File: config.mk
export PLATFORM = sky130hd
export DESIGN_NAME = rxdesc_engine
export DESIGN_NICKNAME = d
export VERILOG_FILES = /design/src/rtl/rxd_pkg.sv /design/src/rtl/rxd_ring_step.sv /design/src/rtl/rxd_sat_cnt.sv /design/src/rtl/rxdesc_engine.sv
export SDC_FILE = /design/constraint.sdc
export NUM_CORES = 1
export LEC_CHECK = 0
export BUFFER_PORTS_ARGS = -buffer_cell sky130_fd_sc_hd__buf_2
export CORE_MARGIN = 2
export CORE_UTILIZATION = 57
export DETAILED_ROUTE_END_ITERATION = 8
export MAX_ROUTING_LAYER = met4
export PLACE_DENSITY = 0.91
export SYNTH_ARGS = -nofsm -noshare
export SYNTH_HDL_FRONTEND = slang
export SYNTH_SLANG_ARGS = --single-unit
File: constraint.sdc
create_clock -name clk -period 5 [get_ports clk]
set_clock_uncertainty 0.05 [all_clocks]
set_input_delay 0.25 -clock clk [delete_from_list [all_inputs] [get_ports clk]]
set_output_delay 0.25 -clock clk [all_outputs]
set_load 0.005 [all_outputs]
File: src/rtl/rxd_pkg.sv
package rxd_pkg;

    localparam int OWN_BIT = 31;
    localparam int EOR_BIT = 15;
    localparam int FS_BIT  = 9;
    localparam int LS_BIT  = 8;

    typedef enum logic [1:0] {
        VIS_STOP = 2'd0,
        VIS_RUN  = 2'd1,
        VIS_SUSP = 2'd2
    } vis_state_t;

    typedef enum logic [2:0] {
        ST_STOP,
        ST_FETCH,
        ST_READY,
        ST_RECV,
        ST_WB,
        ST_SUSP,
        ST_FLUSH,
        ST_FLWAIT
    } eng_state_t;

endpackage

File: src/rtl/rxd_ring_step.sv
module rxd_ring_step #(
    parameter int AW         = 16,
    parameter int DESC_BYTES = 16
) (
    input  logic [AW-1:0] cur_i,
    input  logic [AW-1:0] base_i,
    input  logic          wrap_i,
    output logic [AW-1:0] next_o
);
    localparam logic [AW-1:0] STRIDE = AW'(DESC_BYTES);

    always_comb begin
        if (wrap_i) begin
            next_o = base_i;
        end else begin
            next_o = cur_i + STRIDE;
        end
    end
endmodule

File: src/rtl/rxd_sat_cnt.sv
module rxd_sat_cnt #(
    parameter int W = 16
) (
    input  logic         clk,
    input  logic         rst_n,
    input  logic         inc_i,
    output logic [W-1:0] cnt_o
);
    localparam logic [W-1:0] TOP = '1;

    logic [W-1:0] cnt_d, cnt_q;

    always_comb begin
        cnt_d = cnt_q;
        if (inc_i && (cnt_q != TOP)) begin
            cnt_d = cnt_q + 1'b1;
        end
    end

    always_ff @(posedge clk or negedge rst_n) begin
        if (!rst_n) begin
            cnt_q <= '0;
        end else begin
            cnt_q <= cnt_d;
        end
    end

    assign cnt_o = cnt_q;

    AST_SAT_HOLD: assert property (@(posedge clk) disable iff (!rst_n)
        ($past(cnt_q) == TOP) |-> (cnt_q == TOP));
endmodule

File: src/rtl/rxdesc_engine.sv
module rxdesc_engine
    import rxd_pkg::*;
#(
    parameter int AW         = 16,
    parameter int DESC_BYTES = 16,
    parameter int MISS_W     = 16
) (
    input  logic              clk,
    input  logic              rst_n,
    input  logic              start_i,
    input  logic              stop_i,
    input  logic              poll_i,
    input  logic              flush_dis_i,
    input  logic [AW-1:0]     ring_base_i,
    input  logic              frame_arrive_i,
    input  logic              frame_rdy_i,
    input  logic              seg_done_i,
    input  logic              seg_last_i,
    output logic              xfer_o,
    output logic              flush_o,
    output logic              mem_req_o,
    output logic              mem_we_o,
    output logic [AW-1:0]     mem_addr_o,
    output logic [31:0]       mem_wdata_o,
    input  logic              mem_ack_i,
    input  logic [31:0]       mem_rdata_i,
    output logic [1:0]        state_o,
    output logic              rx_done_o,
    output logic              buf_unavail_o,
    output logic [MISS_W-1:0] missed_o,
    output logic [AW-1:0]     cur_addr_o
);

    typedef struct packed {
        eng_state_t    st;
        logic [AW-1:0] cur;
        logic [AW-1:0] prev;
        logic [30:0]   cur_word;
        logic [30:0]   prev_word;
        logic          prev_fs;
        logic          prev_ls;
        logic          first;
        logic          wb_pend;
        logic          nxt_own;
        logic          stop_pend;
        logic          rx_done;
        logic          ru;
    } eng_t;

    eng_t          d, q;
    logic [AW-1:0] next_addr;
    logic          rd_own;
    logic [31:0]   wb_word;
    vis_state_t    vis;

    assign rd_own = mem_rdata_i[OWN_BIT];

    rxd_ring_step #(
        .AW         (AW),
        .DESC_BYTES (DESC_BYTES)
    ) u_step (
        .cur_i  (q.cur),
        .base_i (ring_base_i),
        .wrap_i (q.cur_word[EOR_BIT]),
        .next_o (next_addr)
    );

    rxd_sat_cnt #(
        .W (MISS_W)
    ) u_miss (
        .clk   (clk),
        .rst_n (rst_n),
        .inc_i (flush_o),
        .cnt_o (missed_o)
    );

    always_comb begin
        d           = q;
        d.rx_done   = 1'b0;
        d.ru        = 1'b0;
        d.stop_pend = q.stop_pend | stop_i;

        case (q.st)
            ST_STOP: begin
                if (start_i) begin
                    d.cur     = ring_base_i;
                    d.wb_pend = 1'b0;
                    d.st      = ST_FETCH;
                end
            end
            ST_FETCH: begin
                if (mem_ack_i) begin
                    d.cur_word = mem_rdata_i[30:0];
                    if (q.wb_pend) begin
                        d.nxt_own = rd_own;
                        d.st      = ST_WB;
                    end else if (d.stop_pend) begin
                        d.st = ST_STOP;
                    end else if (rd_own) begin
                        d.st = ST_READY;
                    end else begin
                        d.ru = 1'b1;
                        d.st = (frame_rdy_i && !flush_dis_i) ? ST_FLUSH : ST_SUSP;
                    end
                end
            end
            ST_WB: begin
                if (mem_ack_i) begin
                    d.rx_done = q.prev_ls;
                    d.wb_pend = 1'b0;
                    if (d.stop_pend) begin
                        d.st = ST_STOP;
                    end else if (q.nxt_own) begin
                        d.first = 1'b0;
                        d.st    = q.prev_ls ? ST_READY : ST_RECV;
                    end else begin
                        d.ru = 1'b1;
                        d.st = ST_SUSP;
                    end
                end
            end
            ST_READY: begin
                if (d.stop_pend) begin
                    d.st = ST_STOP;
                end else if (frame_rdy_i) begin
                    d.first = 1'b1;
                    d.st    = ST_RECV;
                end
            end
            ST_RECV: begin
                if (d.stop_pend) begin
                    d.st = ST_STOP;
                end else if (seg_done_i) begin
                    d.prev      = q.cur;
                    d.prev_word = q.cur_word;
                    d.prev_fs   = q.first;
                    d.prev_ls   = seg_last_i;
                    d.cur       = next_addr;
                    d.wb_pend   = 1'b1;
                    d.st        = ST_FETCH;
                end
            end
            ST_SUSP: begin
                if (d.stop_pend) begin
                    d.st = ST_STOP;
                end else if (frame_arrive_i || poll_i) begin
                    d.wb_pend = 1'b0;
                    d.st      = ST_FETCH;
                end
            end
            ST_FLUSH: begin
                d.st = ST_FLWAIT;
            end
            ST_FLWAIT: begin
                if (d.stop_pend) begin
                    d.st = ST_STOP;
                end else if (frame_rdy_i) begin
                    d.st = ST_FETCH;
                end else begin
                    d.st = ST_SUSP;
                end
            end
            default: begin
                d.st = ST_STOP;
            end
        endcase

        if (d.st == ST_STOP) begin
            d.stop_pend = 1'b0;
        end
    end

    always_ff @(posedge clk or negedge rst_n) begin
        if (!rst_n) begin
            q <= '{st: ST_STOP, default: '0};
        end else begin
            q <= d;
        end
    end

    always_comb begin
        wb_word         = {1'b0, q.prev_word};
        wb_word[FS_BIT] = q.prev_fs;
        wb_word[LS_BIT] = q.prev_ls;
    end

    always_comb begin
        case (q.st)
            ST_STOP:                      vis = VIS_STOP;
            ST_SUSP, ST_FLUSH, ST_FLWAIT: vis = VIS_SUSP;
            default:                      vis = VIS_RUN;
        endcase
    end

    assign mem_req_o     = (q.st == ST_FETCH) || (q.st == ST_WB);
    assign mem_we_o      = (q.st == ST_WB);
    assign mem_addr_o    = (q.st == ST_WB) ? q.prev : q.cur;
    assign mem_wdata_o   = wb_word;
    assign xfer_o        = (q.st == ST_RECV);
    assign flush_o       = (q.st == ST_FLUSH);
    assign state_o       = vis;
    assign rx_done_o     = q.rx_done;
    assign buf_unavail_o = q.ru;
    assign cur_addr_o    = q.cur;

    AST_REQ_HOLD: assert property (@(posedge clk) disable iff (!rst_n)
        (mem_req_o && !mem_ack_i) |=> (mem_req_o && $stable(mem_addr_o) && $stable(mem_we_o)));

    AST_DONE_AFTER_WB: assert property (@(posedge clk) disable iff (!rst_n)
        rx_done_o |-> $past(mem_req_o && mem_we_o && mem_ack_i && mem_wdata_o[LS_BIT]));

    AST_RU_SUSPENDS: assert property (@(posedge clk) disable iff (!rst_n)
        buf_unavail_o |-> (state_o == VIS_SUSP));

    AST_FLUSH_ENABLED: assert property (@(posedge clk) disable iff (!rst_n)
        flush_o |-> $past(!flush_dis_i));

    AST_STOP_AFTER_ACK: assert property (@(posedge clk) disable iff (!rst_n)
        $rose(state_o == VIS_STOP) |-> $past(!mem_req_o || mem_ack_i));
endmodule

==> key figures <==
Timing
  – Slew @ Worst Pin: 1.24 ns
  – Max frequency: about 310 MHz
  – Slew Viols, Final: 0
  – Fin crit period: approximately 3.3 ns
  – Relative slew slack: 0.175
  – Setup TNS: 0 ns
  – Unrepaired setup endpoints after global routing: false
  – Final period util: 0.652
  – Final setup viols: 0
  – Final Hold Fails: 0

Logic synthesis
  – Synthesized cell area: 5600 sq um
  – Top-count cell post-synth: dfrtp_1
  – Ys async rst share: 1.00
  – Avg Inst Size Synth: 11.6 sq um
  – #FFs+latches synth: about 120
  – Yosys cell types: 50
  – Yosys warning total: 0
  – Seq/Total Area, Yosys: 0.523
  – Share of the synthesized area in the top cell type: 0.523
  – Post-synth EDFFs: 0
  – Synth Instances: 485
  – Post-synth top cells: dfrtp_1 (117), mux2_2 (87), buf_4 (51), o21ai_0 (30), nor2_1 (26)
  – Most used DFF post-synth: dfrtp_1
  – Synth area leader: dfrtp_1
  – Top cells by area, synth: dfrtp_1 (52%), mux2_2 (17%), buf_4 (6.8%)
  – Syn_nets: 546

Critical path
  – CP endpoint: cur_addr_o[3]
  – RR Endpoint: cur_addr_o[3]
  – Worst r2r path cells: 6
  – Reg2Reg Launch Point: q[103]
  – Element type at the critical path end: flip-flop
  – CP Launch Type: flip-flop
  – Setup crit start: q[103]
  – Arrival time worst endpoint: roughly 3.6 ns
  – R2R Setup Slk: 1.74 ns
  – Worst Path Required: 5.33 ns
  – Critical path class: reg -> reg
  – Crit-path max FO: 56

Routing
  – Routed WL: 12800 um
  – Via count: 4197
  – DR vias/cell: around 5.5
  – 1st-pass router iterations: 4
  – Starting DRT DRC Count: 189
  – Wirelength per Cell: 16.6 um
  – Residual DRC: 0
  – Antenna-violating nets left: 0

Place
  – DP HPWL: ~8100 um
  – Number of port buffers: between 100 and 150
  – RePlAce Congestion: 0.958
  – Dpl cell area: 6020 sq um

Global route
  – Top Usage Layer GRT: met2
  – M2 GR Usage: 0.442
  – First-pass GRT wire length: approximately 20000 um
  – Initial antenna violation count: 1
  – GRT Residual Overflow: 0
  – Number of global-route vias before repair: 4213
  – Gr usage total: 0.259
  – Largest net degree at the start of global routing: 64
  – Met3 usage: 0.0678
  – GR Util met1: 0.298

Clock network
  – # clock sinks: roughly 120
  – PostCTS Resize Cnt: 0
  – Post-CTS setup buffers: 0
  – Root Buffer: clkbuf_8
  – CTS tree: built
  – Total CTS buffers: 17
  – Htree depth: 4
  – CTS Buffer Depth: 2
  – Skew-Pair Late Insertion Delay: 0.50 ns
  – Worst-path clk slew: 0.05 ns

Die
  – Initial cell density of the core: 0.581
  – Row count: 36
  – Die Wd: 103 um
  – DIE AREA: 10600 sq um
  – Core ar.: 9640 sq um
  – I/O pins: 147
  – Die H: 103 um

Power
  – Sequential power share: 0.405
  – Leak Pwr: 3.52 nW
  – Int Pwr: between 2 and 3 mW
  – Max VDD drop: 0.000322 V
  – Comb pwr share: 0.278
  – Clock share of power: 0.317
  – Total net switching power: approximately 1.2 mW
  – Power density cells: 560 nW/um^2
  – Switching Share: 0.298

Run
  – Max-cap violations: 0

Hold path
  – Worst Hold Class: in -> reg

Run status
  – Outcome: finished, final reports clean

Final layout
  – Fill cell count: 684
  – Nets: 684
  – Finished Cell Area: 7100 sq um
  – Layout cell share with drive strength beyond 1: 0.428
  – Area Growth Syn to Fin: 26.7%
## final cells by class
class                           count  area, sq um  share of cell area
Multi-Input combinational cell    286         2150               0.303
Clock buffer                       24          480              0.0677
Clock inverter                      8          145              0.0204
Tap cell                          133          166              0.0234
Antenna cell                        1         2.50            0.000352
Sequential cell                   117         2930               0.412
Timing Repair Buffer              190         1180               0.167
Inverter                           11         41.3             0.00582
## metal layers
layer	up-vias	part of all wire
met1	2077	0.40
li1	1940	-
met5	-	0
met3	19	0.059
met4	0	0.015
met2	161	0.52
## cell usage in the layout (no fill, tap or decap), types with 3 or more instances in the layout
cell type,instances
clkbuf_16,16
nor4_1,4
clkbuf_1,3
nand2_1,23
buf_2,142
bufinv_16,4
dlygate4sd3_1,45
a32oi_1,4
o22ai_1,3
inv_1,10
nor2b_1,4
xnor2_1,11
nor3b_1,3
nand2b_1,5
nand3_1,14
clkbuf_8,5
dfrtp_1,117
mux2_2,87
nand4_1,9
buf_4,3
a31oi_1,4
a21oi_1,12
xor2_1,3
nor2_1,25
o21ai_0,30
nor3_1,7
and3_1,4
## cells by family after synthesis
group	count (synthesis)	synth area share
adder cells (fa/ha/maj)	2	0.00447
multiplexers	87	0.175
other	1	0.000669
flip-flops	117	0.523
AND/OR/NAND/NOR	112	0.103
AO/OA/AOI/OAI	70	0.0782
buffers and inverters	82	0.0940
XOR/XNOR	14	0.0219
## stage by stage
stage / std cells / hold slack (ns) / total power [mW] / utilization / setup slack [ns]
2_1_floorplan: 485 / -0.0956 / 2.44 / - / 3.16
3_3_place_gp: 692 / 0.305 / 2.60 / 0.625 / 1.95
3_5_place_dp: 692 / 0.336 / 2.69 / 0.625 / 1.84
4_1_cts: 769 / 0.000705 / 4.00 / 0.736 / 1.81
5_1_grt: 770 / 0.0193 / 4.21 / 0.737 / 1.60
6_report: 770 / 0.0273 / 3.98 / 0.737 / 1.74
## sequential cells by signal, indices dropped and copies added, names as in the netlist
signal	count
buf_unavail_o	1
cur_addr_o	16
mem_wdata_o	31
q	52
rx_done_o	1
u_miss.cnt_o	16
## worst min-delay path by stage
| stage | start | to | slack (ns) | cells past startpoint |
|---|---|---|---|---|
| after floorplan | rst_n | buf_unavail_o | -0.1 | 0 |
| after global placement | rst_n | q[75] | 0.30 | 1 |
| after detailed placement | rst_n | q[77] | 0.34 | 1 |
| after CTS | mem_ack_i | rx_done_o | 0.0007 | 2 |
| after global routing | mem_ack_i | rx_done_o | 0.02 | 2 |
| final | mem_ack_i | rx_done_o | 0.03 | 2 |
## worst max-delay path, stage by stage, from the launching register on
cell     delay [ns]
dfrtp_1        0.59
and3b_1        0.34
nand3_2        0.09
buf_4          0.58
nor2b_1        1.04
nor2_4         0.12
mux2_2         0.32
## timing repair
| item | in CTS | in global routing |
|---|---|---|
| hold buffers | 45 | 0 |
| hold endpoints to repair | 107 | 0 |
| endpoints found under the setup margin | 0 | 0 |
## power by group through the flow
stage	clock network [mW]	logic [mW]	registers, mW
CTS	1.28	1.11	1.60
finish	1.26	1.10	1.61
global route	1.33	1.22	1.66
detailed placement	0	1.07	1.61
floorplan	0	0.944	1.49
global placement	0	1.03	1.57
Power figures use the tool's default switching activity.
